--- src/rtl/cpwm_pkg.sv ---
// Shared types for the center-aligned PWM timer.
package cpwm_pkg;
    // Counting direction of the shared up/down counter.
    typedef enum logic {
        DIR_UP   = 1'b0,
        DIR_DOWN = 1'b1
    } cpwm_dir_e;
endpackage

--- src/rtl/cpwm_counter.sv ---
// Up/down counter with a double-buffered turn value.
// Counts 0..M..0, and the live M is reloaded from the holding register at
// the M-1 -> M step. Assumes the synchronous active-low reset has been
// applied before cnt_en is raised.
module cpwm_counter
    import cpwm_pkg::*;
#(
    parameter int WIDTH = 16
) (
    input  logic             clk,
    input  logic             rst_n,
    input  logic             tick_en,
    input  logic             mod_we,
    input  logic [WIDTH-1:0] mod_wdata,
    output logic [WIDTH-1:0] cnt,
    output cpwm_dir_e        dir,
    output logic             load
);
    localparam logic [WIDTH-1:0] ONE = WIDTH'(1);

    logic [WIDTH-1:0] mod_buf;
    logic [WIDTH-1:0] mod_act;

    // Period boundary: the step that reaches the turn value, or idle at M = 0.
    assign load = tick_en && (dir == DIR_UP) &&
                  ((mod_act == '0) || ((cnt + ONE) == mod_act));

    // Holding register for software writes of the turn value.
    always_ff @(posedge clk) begin
        if (!rst_n)      mod_buf <= '0;
        else if (mod_we) mod_buf <= mod_wdata;
    end

    // Live turn value, updated only at the period boundary.
    always_ff @(posedge clk) begin
        if (!rst_n)    mod_act <= '0;
        else if (load) mod_act <= mod_buf;
    end

    // Count and direction; the direction reverses at M and at zero.
    always_ff @(posedge clk) begin
        if (!rst_n) begin
            cnt <= '0;
            dir <= DIR_UP;
        end else if (tick_en) begin
            if (dir == DIR_UP) begin
                if (mod_act != '0) begin
                    cnt <= cnt + ONE;
                    if ((cnt + ONE) == mod_act) dir <= DIR_DOWN;
                end
            end else begin
                cnt <= cnt - ONE;
                if (cnt == ONE) dir <= DIR_UP;
            end
        end
    end

    // while ascending the count is below M (or parked at zero).
    p_up_bound_r1: assert property (@(posedge clk) disable iff (!rst_n)
        (dir == DIR_UP) |-> ((cnt < mod_act) || (cnt == '0)));

    // a descending counter never shows zero.
    p_down_nonzero_r1: assert property (@(posedge clk) disable iff (!rst_n)
        (dir == DIR_DOWN) |-> (cnt != '0));

    // an enabled ascending step with non-zero M adds one.
    p_step_up_r1: assert property (@(posedge clk) disable iff (!rst_n)
        (tick_en && dir == DIR_UP && mod_act != '0) |=> (cnt == $past(cnt) + ONE));

    // nothing moves while the enable is low.
    p_hold_r10: assert property (@(posedge clk) disable iff (!rst_n)
        !tick_en |=> ($stable(cnt) && $stable(dir)));

    // the live turn value changes only at a boundary.
    p_mod_shadow_r9: assert property (@(posedge clk) disable iff (!rst_n)
        !load |=> $stable(mod_act));
endmodule

--- src/rtl/cpwm_channel.sv ---
// One PWM channel: a double-buffered threshold and a sticky state bit.
// The bit is set on a descending match and cleared on an ascending match.
// A negative threshold forces it to 0. Assumes cnt/dir come from
// cpwm_counter on the same clock.
module cpwm_channel
    import cpwm_pkg::*;
#(
    parameter int WIDTH = 16
) (
    input  logic             clk,
    input  logic             rst_n,
    input  logic             tick_en,
    input  logic             load,
    input  logic             cmp_we,
    input  logic [WIDTH-1:0] cmp_wdata,
    input  logic [WIDTH-1:0] cnt,
    input  cpwm_dir_e        dir,
    input  logic             inv,
    output logic             pwm
);
    logic [WIDTH-1:0] cmp_buf;
    logic [WIDTH-1:0] cmp_act;
    logic             state_q;
    logic             neg;
    logic             hit;

    assign neg = cmp_act[WIDTH-1];
    assign hit = (cmp_act == cnt);

    // Holding register for software writes of the threshold.
    always_ff @(posedge clk) begin
        if (!rst_n)      cmp_buf <= '0;
        else if (cmp_we) cmp_buf <= cmp_wdata;
    end

    // Live threshold, loaded together with the turn value.
    always_ff @(posedge clk) begin
        if (!rst_n)    cmp_act <= '0;
        else if (load) cmp_act <= cmp_buf;
    end

    // Sticky output state: changes only on a match or a 0% request.
    always_ff @(posedge clk) begin
        if (!rst_n)           state_q <= 1'b0;
        else if (tick_en) begin
            if (neg)          state_q <= 1'b0;
            else if (hit)     state_q <= (dir == DIR_DOWN);
        end
    end

    assign pwm = state_q ^ inv;

    // a negative threshold leaves the state inactive.
    p_neg_off_r7: assert property (@(posedge clk) disable iff (!rst_n)
        (tick_en && neg) |=> !state_q);

    // without a match the state keeps its level.
    p_sticky_r4: assert property (@(posedge clk) disable iff (!rst_n)
        !(tick_en && (neg || hit)) |=> $stable(state_q));

    // a descending match drives the state active.
    p_down_set_r3: assert property (@(posedge clk) disable iff (!rst_n)
        (tick_en && !neg && hit && dir == DIR_DOWN) |=> state_q);

    // the live threshold changes only at a boundary.
    p_cmp_shadow_r9: assert property (@(posedge clk) disable iff (!rst_n)
        !load |=> $stable(cmp_act));
endmodule

--- src/rtl/cpwm_timer.sv ---
// Top of the center-aligned PWM timer: the write decode, one shared
// counter and N_CH channels. Assumes wr_* are synchronous to clk.
module cpwm_timer
    import cpwm_pkg::*;
#(
    parameter int N_CH   = 2,
    parameter int WIDTH  = 16,
    parameter int ADDR_W = $clog2(N_CH + 1)
) (
    input  logic              clk,
    input  logic              rst_n,
    input  logic              cnt_en,
    input  logic              wr_en,
    input  logic [ADDR_W-1:0] wr_addr,
    input  logic [WIDTH-1:0]  wr_data,
    input  logic [N_CH-1:0]   ch_inv,
    output logic [WIDTH-1:0]  cnt_val,
    output logic              cnt_down,
    output logic [N_CH-1:0]   pwm_out
);
    cpwm_dir_e dir;
    logic      load;
    logic      mod_we;

    // Address 0 selects the turn value.
    assign mod_we   = wr_en && (wr_addr == ADDR_W'(0));
    assign cnt_down = (dir == DIR_DOWN);

    cpwm_counter #(.WIDTH(WIDTH)) u_cnt (
        .clk       (clk),
        .rst_n     (rst_n),
        .tick_en   (cnt_en),
        .mod_we    (mod_we),
        .mod_wdata (wr_data),
        .cnt       (cnt_val),
        .dir       (dir),
        .load      (load)
    );

    for (genvar g = 0; g < N_CH; g++) begin : g_ch
        logic ch_we;
        // Address g+1 selects channel g.
        assign ch_we = wr_en && (wr_addr == ADDR_W'(g + 1));

        cpwm_channel #(.WIDTH(WIDTH)) u_ch (
            .clk       (clk),
            .rst_n     (rst_n),
            .tick_en   (cnt_en),
            .load      (load),
            .cmp_we    (ch_we),
            .cmp_wdata (wr_data),
            .cnt       (cnt_val),
            .dir       (dir),
            .inv       (ch_inv[g]),
            .pwm       (pwm_out[g])
        );
    end
endmodule

--- config.mk ---
export PLATFORM = sky130hd
export DESIGN_NAME = cpwm_timer
export DESIGN_NICKNAME = d
export VERILOG_FILES = /design/src/rtl/cpwm_pkg.sv /design/src/rtl/cpwm_counter.sv /design/src/rtl/cpwm_channel.sv /design/src/rtl/cpwm_timer.sv
export SDC_FILE = /design/constraint.sdc
export NUM_CORES = 1
export LEC_CHECK = 0
export CAP_MARGIN = 20
export CORE_MARGIN = 2
export CORE_UTILIZATION = 55
export CTS_BUF_LIST = sky130_fd_sc_hd__clkbuf_4
export CTS_CLUSTER_SIZE = 28
export DETAILED_ROUTE_END_ITERATION = 16
export HOLD_SLACK_MARGIN = 0.15
export PLACE_DENSITY_LB_ADDON = 0.2
export SYNTH_ARGS = -nofsm -noshare
export SYNTH_HDL_FRONTEND = slang
export SYNTH_HIERARCHICAL = 1
export SYNTH_SLANG_ARGS = --single-unit
--- constraint.sdc ---
create_clock -name clk -period 10.2 [get_ports clk]
set_clock_uncertainty 0.1 [all_clocks]
set_input_delay 2.04 -clock clk [delete_from_list [all_inputs] [get_ports clk]]
set_output_delay 2.04 -clock clk [all_outputs]
set_load 0.01 [all_outputs]
-- After elaboration in Yosys (flattened, before gate mapping)
Index checks and enable logic that the tools add are counted.
- add/subtract/negate cells: 2
- equal/unequal tests: 6
- muxes and demuxes: 10
- bitwise operators: 3
- reductions and logical operators: 15
- operator list (kind ; count):
    16-bit equality test ; 3
    16-bit 2-to-1 mux ; 2
    16-bit by 1-bit adder with 16-bit output, second input constant ; 1
    16-bit by 1-bit equality test with 1-bit output, second input constant ; 1
    16-bit logical NOT ; 1
    16-bit nonzero test ; 1
    16-bit by 1-bit subtractor with 16-bit output, second input constant ; 1
    1-bit 2-to-1 mux ; 8
    2-bit AND reduction ; 3
    2-bit nonzero test ; 3
    1-bit logical AND ; 5
    2-bit by 1-bit equality test with 1-bit output, second input constant ; 1
    2-bit equality test, second input constant ; 1
    2-bit logical NOT ; 1
    1-bit bitwise XOR ; 2
    1-bit logical OR ; 1
    1-bit NOT ; 1
- register bits: 115
- input bits: 24
- output and inout bits: 19

-- Depth between registers and ports, before layout
- depth in word-level cells: 5
- mapped depth: 13
- gate-level depth less buffers: 10

-- By module
Netlist, hierarchy kept.
- modules (own cells, without submodules) (module ; times used ; cells an instance ; area an instance (um^2) ; sequential area each (um^2)):
    cpwm_counter ; 1 ; 332 ; 2949.1 ; 980.9
    cpwm_channel ; 2 ; 130 ; 1432.6 ; 660.6
    cpwm_timer ; 1 ; 3 ; 30.0 ; 0.0

-- Worst setup path after synthesis
OpenSTA, ideal clock, no wires.
- path kind: input-to-output
- from: input port ch_inv[0]
- to: output port pwm_out[0]
- arrival: 2257 ps
- data required time: 8060 ps
- slack: 5803 ps
- stages on the path: 1
- buffers on the path: 0
- cell sequence: xor2_1
- cells in the longest elaborated chain, start to end: 1
- ends and longest elaborated chain (item ; line ; source):
    start: declaration ; cpwm_timer.sv:16 ; input logic [N_CH-1:0] ch_inv,
    1-bit bitwise XOR ; cpwm_channel.sv:51 ; assign pwm = state_q ^ inv;
    end: declaration ; cpwm_timer.sv:19 ; output logic [N_CH-1:0] pwm_out
Every way passes these cells.

-- Worst setup path in the final report
Ends and elaborated chain as after synthesis.

==> results.md <==
* Outcome: finished, final reports clean
* Final core utilization at 62.61%
* Slew Viols, Final at 0
* First-pass detailed-route iteration total at 5
* Worst reg2reg setup slack at 6.02 ns
* CTS Buf Count at 17
* Fmax at 185.3 MHz
* Worst Hold End: u_cnt/mod_act[4]$_SDFFE_PN0P_
* WL final at 13,700 um
* Root buffer cell: clkbuf_4
* # resized after CTS at 0
* Total GRT Usage at 24.78%
* Post-CTS setup buffer count at 0
* # setup viols final at 0
* Ys async rst share at 0%
* Slew Limit Headroom at 26.42%
* Critical path data arrival time at 3.26 ns
* Avg Synthesized Cell Area at 9.822 um2
* Period utilization at 52.90%
* Min-delay src: u_cnt/mod_buf[4]$_SDFFE_PN0P_
* Post-DP HPWL at 9254 um
* Global-route wire length before repair at 22,200 um
* Clock sink count at 115
* Die area at 11,470 um2
* Number of antenna violations at the first check in global routing at 0
* Die H at 107.1 um
* HP Class: register to register
* Post-DR vias/cell at 5.879
* Worst-case reg-to-reg path depth at 8
* Port Buffer Count at 42
* Max cap viols at 0
* Die X-Extent at 107.1 um
* Prevailing post-synth register cell: dfxtp_1
* Reg2reg start: u_cnt/cnt[5]$_SDFFE_PN0P_
* EDFF count, synth at 0
* Leak pwr at 2.304 nW
* CP Launch Type: primary input
* Core box area at 10,320 um2
* Final net count at 648
* Wirelength per Cell at 17.79 um
* Worst-path clk slew at 0.11 ns
* Filler cells at 904
* Crit Path Class: primary input to output port
* Initial drt markers at 316
* Fin. Hold Viols at 0
* Via Count at 4,527
* Worst R2R End: g_ch[0].u_ch/cmp_act[14]$_SDFFE_PN0P_
* Mapped Nets at 622
* Num rows at 37
* Most frequent cells in the layout: 115 x dfxtp_1, 80 x mux2i_1, 65 x nor2b_1
* Setup TNS at 0 ns
* Pwr/cell area at 154.2 nW/um2
* Largest net degree at the start of global routing at 88
* Worst Path Required at 8.06 ns
* Total gr overflow at 0
* Num ports at 43
* Max FO, Critical Path at 1
* Initial Utilization at 56.61%
* Sequential area share after synthesis at 39.39%
* Antenna Cells at 0
* Worst-skew pair later-pin latency at 0.51 ns
* Synthesized area at 5844 um2
* Gp weighted congestion at 0.8601
* CTS tree: built
* Area Growth Syn to Fin at 10.60%
* Maximum root-to-sink buffer count at 2
* Htree depth at 4
* Layout cells sized above 1 at 11.99%
* Vias in the first global route at 4,362
* Flops & latches, synth at 115
* RSZ-0062 raised after global routing: no
* Total of warnings raised by yosys at 6
* Slew @ Worst Pin at 1.100 ns
* Hold path depth at 1
* Unique cell type count in the Yosys netlist at 65
* # hold bufs at CTS at 0
* Most common cell after layout, fill and taps aside: dfxtp_1
* Peak supply drop at 75.50 uV
* Synth Instances at 595
* Crit. End Element: output port
* Minimum clock period at 5.396 ns
* Residual DRC count at 0
* Final antenna-violating net count at 0
## where the power goes
| part | leakage [nW] | switching [W] | internal (W) |
|---|---|---|---|
| Sequential | 0.931 | 0.0000247 | 0.000465 |
| Clock | 0.122 | 0.000198 | 0.000102 |
| Combinational | 1.25 | 0.000111 | 0.0000964 |
## area by class of cell
class	instances	area (um2)	share of cell area, %
Sequential cell	115	2302	35.62
Inverter	5	18.77	0.2904
Multi-Input combinational cell	433	3251	50.29
Tap cell	136	170.2	2.633
Clock inverter	15	122.6	1.897
Timing Repair Buffer	49	471.7	7.298
Clock buffer	17	127.6	1.974
## registers in the layout, indices dropped and copies added (netlist names)
signal / cells
g_ch.u_ch/cmp_act: 32
u_cnt/mod_buf: 16
u_cnt/cnt: 16
g_ch.u_ch/cmp_buf: 32
g_ch.u_ch/state_q: 2
u_cnt/dir: 1
u_cnt/mod_act: 16
## cells in the mapped netlist (2+ instances only)
master       n  area (um2)
o2111ai_1    3       26.28
nand4b_1     3       26.28
a32o_2      16       180.2
a211oi_1     4       30.03
and2_1       2       12.51
buf_6       10       112.6
xor2_1      15       131.4
dfxtp_1    115        2302
a31oi_1      2       12.51
mux2i_1     80       800.8
nand2b_1     4       25.02
nor2_1      40       150.1
nor4_1      11       68.82
o31a_1       2       17.52
o21ai_0     11       55.05
clkbuf_8     2       27.53
clkbuf_1    18       67.56
inv_1        5       18.77
o22ai_1      8       50.05
and3b_1      2       17.52
or3_1        5       31.28
nand3_1      8       40.04
or4b_1       2       20.02
a31o_2       2       17.52
ha_1         3       37.54
o21a_1       4       30.03
a21oi_1     17       85.08
nor4b_1      2       17.52
o211a_1      2       20.02
buf_2       10       50.05
nand4_1     14       87.58
nand2_1     23       86.33
nor3_1       8       40.04
nor2b_1     65       406.6
mux2_1       2       22.52
xnor2_2      2       32.53
xnor2_1     43       376.6
nor4_2       3       37.54
## critical path, cell delays in order
cell	delay [ns]
clkdlybuf4s50_1	0.49
xor2_1	0.17
clkdlybuf4s50_1	0.56
## per-layer routing
metal,GRT usage [%],wire (um),vias up
li1,-,-,2176
met1,34.16,6386,2192
met2,38.43,6475,149
met3,5.836,701,10
met4,7.607,131,0
met5,0,0,-
## worst max path at each step
stage,from,end,slack [ns],cells after the start
4_1_cts,ch_inv[1],pwm_out[1],4.79,3
6_report,ch_inv[0],pwm_out[0],4.80,3
3_5_place_dp,cnt_en,g_ch[0].u_ch/cmp_act[11]$_SDFFE_PN0P_,4.79,8
5_1_grt,ch_inv[0],pwm_out[0],4.76,3
2_1_floorplan,ch_inv[0],pwm_out[0],5.80,1
3_3_place_gp,ch_inv[0],pwm_out[0],4.84,3
## cell families after synthesis
| kind of cell | count (synthesis) | synth area share (%) |
|---|---|---|
| adders and majority gates | 3 | 0.6423 |
| xor gates and xnor gates | 60 | 9.249 |
| muxes | 83 | 14.34 |
| and+or+nand+nor | 206 | 20.81 |
| DFF | 115 | 39.39 |
| AOI/OAI and AO/OA | 81 | 10.53 |
| buffers and inverters | 47 | 5.031 |
## metrics by stage
stage	power, W	worst slack (ns)	instances	hold WS [ns]	area (um2)
2_1_floorplan	0.0006509	5.803	595	0.3347	5844
3_3_place_gp	0.0007005	4.843	737	0.3541	6202
3_5_place_dp	0.0007047	4.788	737	0.3558	6202
4_1_cts	0.001003	4.792	769	0.3846	6452
5_1_grt	0.001043	4.765	770	0.4034	6464
6_report	0.0009970	4.804	770	0.3821	6464
Power figures use the tool's default switching activity.
